--- config.mk ---
export PLATFORM = sky130hd
export DESIGN_NAME = lin_wakeup_gen
export DESIGN_NICKNAME = d
export VERILOG_FILES = /design/src/rtl/lwg_pkg.sv /design/src/rtl/lwg_seq.sv /design/src/rtl/lwg_rx_detect.sv /design/src/rtl/lwg_grant.sv /design/src/rtl/lin_wakeup_gen.sv
export SDC_FILE = /design/constraint.sdc
export NUM_CORES = 1
export LEC_CHECK = 0
export BUFFER_PORTS_ARGS = -buffer_cell sky130_fd_sc_hd__buf_2
export CAP_MARGIN = 25
export CORE_MARGIN = 2
export CORE_UTILIZATION = 60
export CTS_CLUSTER_DIAMETER = 100
export CTS_CLUSTER_SIZE = 30
export DETAILED_ROUTE_END_ITERATION = 8
export GPL_ROUTABILITY_DRIVEN = 0
export MAX_ROUTING_LAYER = met4
export PLACE_DENSITY_LB_ADDON = 0.08
export SETUP_SLACK_MARGIN = 0.02
export SLEW_MARGIN = 30
export SYNTH_ARGS = -nofsm -noshare
export SYNTH_HDL_FRONTEND = slang
export SYNTH_HIERARCHICAL = 1
export SYNTH_SLANG_ARGS = --single-unit
export TNS_END_PERCENT = 5
--- constraint.sdc ---
create_clock -name clk -period 3.09 [get_ports clk]
set_clock_uncertainty 0.15 [all_clocks]
set_input_delay 0.618 -clock clk [delete_from_list [all_inputs] [get_ports clk]]
set_output_delay 0.618 -clock clk [all_outputs]
set_load 0.05 [all_outputs]
--- src/rtl/lwg_pkg.sv ---
package lwg_pkg;

  typedef enum logic [1:0] {
    SEQ_IDLE  = 2'd0,
    SEQ_PULSE = 2'd1,
    SEQ_GAP   = 2'd2
  } seq_state_t;

  // Delimiter length in bit times for a given select code.
  function automatic int gap_len(input logic [1:0] sel);
    case (sel)
      2'd0:    gap_len = 3;
      2'd1:    gap_len = 7;
      2'd2:    gap_len = 31;
      default: gap_len = 63;
    endcase
  endfunction

  function automatic int max_of(input int a, input int b);
    max_of = (a > b) ? a : b;
  endfunction

endpackage

--- src/rtl/lwg_seq.sv ---
module lwg_seq
  import lwg_pkg::*;
#(
  parameter int PULSE_BITS = 8,
  parameter int MAX_GAP    = 63
) (
  input  logic       clk,
  input  logic       rst_n,
  input  logic       bit_tick,
  input  logic       wake_req,
  input  logic [1:0] delim_sel,
  input  logic       engine_stop,
  output logic       pulse_active,
  output logic       gap_active,
  output logic       pulse_done,
  output logic       gap_done
);

  localparam int CNT_W = $clog2(max_of(PULSE_BITS, MAX_GAP) + 1);

  seq_state_t       state;
  logic [CNT_W-1:0] cnt;
  logic [1:0]       sel_q;
  logic             pulse_last;
  logic             gap_last;

  assign pulse_last   = (cnt == CNT_W'(PULSE_BITS - 1));
  assign gap_last     = (cnt == CNT_W'(gap_len(sel_q) - 1));
  assign pulse_active = (state == SEQ_PULSE);
  assign gap_active   = (state == SEQ_GAP);
  assign pulse_done   = pulse_active && bit_tick && pulse_last;
  assign gap_done     = gap_active && bit_tick && gap_last;

  always_ff @(posedge clk or negedge rst_n) begin
    if (!rst_n) begin
      state <= SEQ_IDLE;
      cnt   <= '0;
      sel_q <= 2'd0;
    end else if (engine_stop) begin
      state <= SEQ_IDLE;
      cnt   <= '0;
    end else begin
      case (state)
        SEQ_IDLE: begin
          if (wake_req) begin
            state <= SEQ_PULSE;
            cnt   <= '0;
            sel_q <= delim_sel;
          end
        end
        SEQ_PULSE: begin
          if (bit_tick) begin
            if (pulse_last) begin
              state <= SEQ_GAP;
              cnt   <= '0;
            end else begin
              cnt <= cnt + 1'b1;
            end
          end
        end
        SEQ_GAP: begin
          if (bit_tick) begin
            if (gap_last) begin
              state <= SEQ_IDLE;
              cnt   <= '0;
            end else begin
              cnt <= cnt + 1'b1;
            end
          end
        end
        default: state <= SEQ_IDLE;
      endcase
    end
  end

endmodule

--- src/rtl/lwg_rx_detect.sv ---
module lwg_rx_detect #(
  parameter int THRESH = 5
) (
  input  logic clk,
  input  logic rst_n,
  input  logic bit_tick,
  input  logic rx_line,
  input  logic self_driving,
  input  logic engine_stop,
  input  logic flag_clr,
  output logic wake_seen,
  output logic wake_flag
);

  localparam int RUN_W = $clog2(THRESH + 1);

  logic [RUN_W-1:0] run;
  logic             dom_tick;

  assign dom_tick  = bit_tick && !rx_line && !self_driving;
  assign wake_seen = dom_tick && (run == RUN_W'(THRESH - 1));

  always_ff @(posedge clk or negedge rst_n) begin
    if (!rst_n) begin
      run <= '0;
    end else if (engine_stop) begin
      run <= '0;
    end else if (dom_tick) begin
      if (run != RUN_W'(THRESH)) run <= run + 1'b1;
    end else if (bit_tick) begin
      run <= '0;
    end
  end

  always_ff @(posedge clk or negedge rst_n) begin
    if (!rst_n) begin
      wake_flag <= 1'b0;
    end else if (engine_stop) begin
      wake_flag <= 1'b0;
    end else begin
      wake_flag <= (wake_flag && !flag_clr) || wake_seen;
    end
  end

endmodule

--- src/rtl/lwg_grant.sv ---
module lwg_grant (
  input  logic clk,
  input  logic rst_n,
  input  logic bit_tick,
  input  logic frame_req,
  input  logic seq_busy,
  input  logic engine_stop,
  output logic frame_grant
);

  logic pend;

  assign frame_grant = pend && bit_tick && !seq_busy && !engine_stop;

  always_ff @(posedge clk or negedge rst_n) begin
    if (!rst_n) begin
      pend <= 1'b0;
    end else if (engine_stop) begin
      pend <= 1'b0;
    end else begin
      pend <= (pend && !frame_grant) || frame_req;
    end
  end

endmodule

--- src/rtl/lin_wakeup_gen.sv ---
module lin_wakeup_gen #(
  parameter int PULSE_BITS = 8,
  parameter int MAX_GAP    = 63,
  parameter int RX_THRESH  = 5
) (
  input  logic       clk,
  input  logic       rst_n,
  input  logic       bit_tick,
  input  logic       wake_req,
  input  logic [1:0] delim_sel,
  input  logic       engine_stop,
  input  logic       frame_req,
  input  logic       rx_line,
  input  logic       rx_wake_ie,
  input  logic       rx_wake_clr,
  output logic       tx_line,
  output logic       busy,
  output logic       frame_grant,
  output logic       rx_wake_flag,
  output logic       rx_wake_irq
);

  logic pulse_active;
  logic gap_active;
  logic pulse_done;
  logic gap_done;
  logic wake_seen;

  lwg_seq #(
    .PULSE_BITS (PULSE_BITS),
    .MAX_GAP    (MAX_GAP)
  ) seq_i (
    .clk          (clk),
    .rst_n        (rst_n),
    .bit_tick     (bit_tick),
    .wake_req     (wake_req),
    .delim_sel    (delim_sel),
    .engine_stop  (engine_stop),
    .pulse_active (pulse_active),
    .gap_active   (gap_active),
    .pulse_done   (pulse_done),
    .gap_done     (gap_done)
  );

  lwg_grant grant_i (
    .clk         (clk),
    .rst_n       (rst_n),
    .bit_tick    (bit_tick),
    .frame_req   (frame_req),
    .seq_busy    (busy),
    .engine_stop (engine_stop),
    .frame_grant (frame_grant)
  );

  lwg_rx_detect #(
    .THRESH (RX_THRESH)
  ) rxd_i (
    .clk          (clk),
    .rst_n        (rst_n),
    .bit_tick     (bit_tick),
    .rx_line      (rx_line),
    .self_driving (pulse_active),
    .engine_stop  (engine_stop),
    .flag_clr     (rx_wake_clr),
    .wake_seen    (wake_seen),
    .wake_flag    (rx_wake_flag)
  );

  assign tx_line     = !pulse_active;
  assign busy        = pulse_active || gap_active;
  assign rx_wake_irq = rx_wake_flag && rx_wake_ie;

endmodule

* After elaboration in Yosys (flattened, before gate mapping)
Cells that the tools add are included.
** Word-level totals
- Register bits after elaboration :: 15
- Input bits :: 11
- Output and inout bits :: 5
- Logic and storage cells :: 71
** Cells by class
- Add/sub/neg operators :: 3
- Equal/unequal tests :: 14
- Muxes and demuxes :: 21
- Bitwise operators :: 1
- Reduce and logical (&&, ||, !) cells :: 26
** Operator list (number)
- two-way mux 6 bit :: 6
- case mux 6 bit (3 select lines) :: 2
- != test 3 bit, second input constant :: 5
- two-way mux 2 bit :: 6
- two-way mux 3 bit :: 4
- logical AND 1 bit :: 9
- adder 6 x 1 -> 6 bit, second input constant :: 1
- == test 6 x 3 -> 1 bit, second input constant :: 1
- == test 6 bit :: 1
- zero test 1 bit :: 6
- != test 3 x 2 -> 1 bit, second input constant :: 2
- case mux 2 bit (3 select lines) :: 1
- subtractor 6 x 1 -> 6 bit, second input constant :: 1
- AND reduction 5 bit :: 1
- == test 2 x 1 -> 1 bit, second input constant :: 2
- == test 2 bit, second input constant :: 2
- zero test 2 bit :: 2
- AND reduction 4 bit :: 1
- nonzero test 4 bit :: 1
- adder 3 x 1 -> 3 bit, second input constant :: 1
- == test 3 bit, second input constant :: 1
- logical OR 1 bit :: 3
- AND reduction 3 bit :: 1
- nonzero test 3 bit :: 1
- other kinds (3) :: 4

* Longest topological paths before layout
- Depth in word-level cells :: 9
- Depth in mapped cells :: 7
- Depth with buffers taken out :: 7

* Hierarchy
Netlist, hierarchy kept.
** Modules (own cells, without submodules)
- lwg_seq :: times used 1, cells each 85, area an instance 782.0 um^2, sequential area each 250.2 um^2
- lwg_rx_detect :: times used 1, cells each 26, area an instance 252.7 um^2, sequential area each 100.1 um^2
- lwg_grant :: times used 1, cells each 6, area an instance 67.6 um^2, sequential area each 25.0 um^2
- lin_wakeup_gen :: times used 1, cells each 3, area an instance 16.3 um^2, sequential area each 0.0 um^2

* Least setup slack after synthesis
OpenSTA, ideal clock, no wires.
- Path type :: register to output
- Start point :: reg seq_i.state[0]
- End point :: out frame_grant
- Data arrival time :: 1.869 ns
- Data required time :: 2.322 ns
- Path slack :: 0.453 ns
- Stages on the path, launching flop included :: 4
- Path buffers :: 0
- Cell sequence :: dfrtp_1 -> ha_1 -> or2_1 -> nor3b_2
** Between the ends
- Longest elaborated chain between the ends :: 5
- Elaborated cells on any way between the ends :: 6
- Those cells by class :: eq/ne: 2; reduce/logical: 4
** RTL lines
- start, declared :: line lwg_seq.sv:21 : seq_state_t state;
- start signal, assigned :: line lwg_seq.sv:36 : state <= SEQ_IDLE;
- start signal, assigned :: line lwg_seq.sv:40 : state <= SEQ_IDLE;
- start signal, assigned :: line lwg_seq.sv:46 : state <= SEQ_PULSE;
- == test 2 x 1 -> 1 bit :: line lwg_seq.sv:29 : assign pulse_active = (state == SEQ_PULSE);
- net pulse_active :: line lin_wakeup_gen.sv:23 : logic pulse_active;
- logical OR 1 bit :: line lin_wakeup_gen.sv:70 : assign busy = pulse_active || gap_active;
- net busy :: line lin_wakeup_gen.sv:17 : output logic busy,
- zero test 1 bit :: line lwg_grant.sv:13 : assign frame_grant = pend && bit_tick && !seq_busy && !engine_stop;
- logical AND 1 bit (2 in a row) :: line lwg_grant.sv:13
- end, declared :: line lin_wakeup_gen.sv:18 : output logic frame_grant,
The timed path passes the listed nets, and every way through them passes these cells.

* Worst setup path in the final report
- Start point :: reg seq_i.state[1]
- End point :: out frame_grant
** Between the ends
- Longest elaborated chain between the ends :: 5
- Elaborated cells on any way between the ends :: 6
- Those cells by class :: eq/ne: 2; reduce/logical: 4
** RTL lines (line)
- == test 2 x 1 -> 1 bit :: lwg_seq.sv:29
- net pulse_active :: lin_wakeup_gen.sv:23
- logical OR 1 bit :: lin_wakeup_gen.sv:70
- zero test 1 bit :: lwg_grant.sv:13
- logical AND 1 bit (2 in a row) :: lwg_grant.sv:13
The timed path passes the listed nets, and every way through them passes these cells.

==> qor.txt <==
Final Power: 743 µW
Fraction of layout cells with a size suffix above 1: 25.9%
Worst setup margin: 0.553 ns
Non-Filler Instances: 160
Post-Syn Instances: 117
Via count: 894
Vias per cell: 5.59
FF/Latch Area: 375 µm²
Post-layout util: 71.2%
Final Max Slew Viols: 0
Setup TNS: 0 ns
Worst path bufs/invs: 2
Clock Latency Late Sink: 0.29 ns
Drt pass-1 iters: 4
Clk network pwr share: 15.1%
Worst-Margin Slew: 0.414 ns
GRT overflow: 0
Final Cell Area: 1230 µm²
Yosys warning count: 6
Syn Area/Cell: 9.42 µm²
CP max FO: 8
Die Wd: 46.9 µm
Fillers: 141
Fmax: 394 MHz
Iteration-0 DRC Markers: 28
Worst path slowest cell: dfrtp_1
Delay-heaviest family, CP: simple AND/OR/NAND/NOR gates
Placed insts: 156
Combinational power share: 50.3%
RSZ-0062 raised after global routing: no
Max-cap check violation count: 0
Cts repair resizes: 0
Setup crit end kind: output pin
Post-Place Worst Slack: 0.853 ns
Synthesized area: 1100 µm²
Worst Hold Class: in -> async
Die extent in y: 46.9 µm
Footprint of the multi-input gates: 684 µm²
Post-DP HPWL: 1.59 mm
Dpl cell area: 1200 µm²
Clock Tree Buf Depth: 2
PD cells: 604 nW/µm²
Worst hold slack: 0.0724 ns
First-pass GRT wire length: 3.36 mm
Tmin final: 2.54 ns
CORE AREA: 1730 µm²
WP data required: 2.32 ns
Number of global-route vias before repair: 767
Clock Sinks: 15
Slew margin rel.: 72.1%
LEAKAGE: 0.557 nW
Status: complete, no violations
DRT antenna net count: 0
CTS tree: built
P_int: 413 µW
Antenna cells: 0
Routed wire length per instance: 13.0 µm
Worst-path cell chain: inv_1 > ha_1 > or2_1 > nor3b_2 > buf_2
Final setup fails: 0
Initial Utilization: 63.8%
Ports: 16
# Post-CTS Setup Buffers: 0
Syn Nets: 137
Max rail drop VDD: 0.000441 V
DRC errors left: 0
Rows: 15
GRT Util Overall: 22.2%
Largest net degree at the start of global routing: 16
Initial antenna violation count: 0
Tcrit/Tclk final: 82.1%
Critical Path Max Stage Delay: 0.39 ns
WS Path Type: reg -> out
Fin nets: 156
Sequential Power Share: 34.6%
Root Driver: clkbuf_4
Crit path DAT: 1.77 ns
Clock H-tree levels: 1
Clock buffer count from CTS: 3
Switch Pwr: 330 µW
Die ar.: 2200 µm²
WL final: 2.09 mm
Switching share of power: 44.5%
Area Growth Syn to Fin: 11.6%
# port buffers: 15
Startpoint Class: flip-flop
Number of hold buffers added after CTS: 0
Clock Pin Slew Worst Setup and Hold Paths: 0.08 ns
Final Hold Viols: 0
-- routing by layer --
metal	vias up	routed length [µm]	global-route usage (%)
li1	456	-	-
met1	409	984	29.1
met2	27	972	35.3
met3	2	105	2.31
met4	0	25	8.33
met5	-	0	-
-- cells in the final DEF (no fill, tap or decap), types with 2 or more instances in the layout --
cell type / n
a21oi_1: 6
nor4_1: 3
ha_1: 9
nor2b_1: 2
o21ai_0: 5
mux2i_1: 2
a211oi_1: 2
and2_1: 2
mux2_2: 2
or2_2: 3
inv_1: 10
nand2_1: 14
nand3_1: 4
dfrtp_1: 15
nor2_1: 4
o211ai_1: 3
or2b_1: 2
nand4_1: 2
buf_2: 15
clkbuf_4: 3
-- worst paths after layout --
| check | depth (start not counted) | from | slack [ns] | to |
|---|---|---|---|---|
| hold reg to reg | 2 | seq_i/cnt[1]$_DFFE_PN0P_ | 0.43 | seq_i/cnt[1]$_DFFE_PN0P_ |
| hold / removal | 1 | rst_n | 0.07 | seq_i/cnt[1]$_DFFE_PN0P_ |
| setup / recovery | 5 | seq_i/state[1]$_DFFE_PN0P_ | 0.55 | frame_grant |
| min in group clk | 2 | delim_sel[1] | 0.41 | seq_i/sel_q[1]$_DFFE_PN0P_ |
| setup reg to reg | 7 | seq_i/state[1]$_DFFE_PN0P_ | 1.02 | seq_i/cnt[2]$_DFFE_PN0P_ |
| max in group asynchronous | 1 | rst_n | 2.47 | rxd_i/run[0]$_DFFE_PN0P_ |
-- sequential cells by signal, indices dropped and copies added, names as in the netlist --
| signal | cells |
|---|---|
| seq_i/cnt | 6 |
| seq_i/sel_q | 2 |
| grant_i/pend | 1 |
| rxd_i/run | 3 |
| rxd_i/wake_flag | 1 |
| seq_i/state | 2 |
-- final cells by class --
cell class / instances / share of cell area (%)
Sequential cell: 15 / 30.5
Inverter: 10 / 3.05
Tap cell: 25 / 2.54
Multi-Input combinational cell: 91 / 55.6
Clock buffer: 4 / 2.14
Timing Repair Buffer: 15 / 6.10
-- power groups by stage --
stage	Sequential [mW]	Clock, mW	Combinational, mW
floorplan	0.253	0	0.301
global placement	0.257	0	0.367
detailed placement	0.261	0	0.373
CTS	0.257	0.121	0.376
global route	0.264	0.127	0.409
finish	0.257	0.112	0.374
Note: power is estimated with default switching activity, not from simulation.
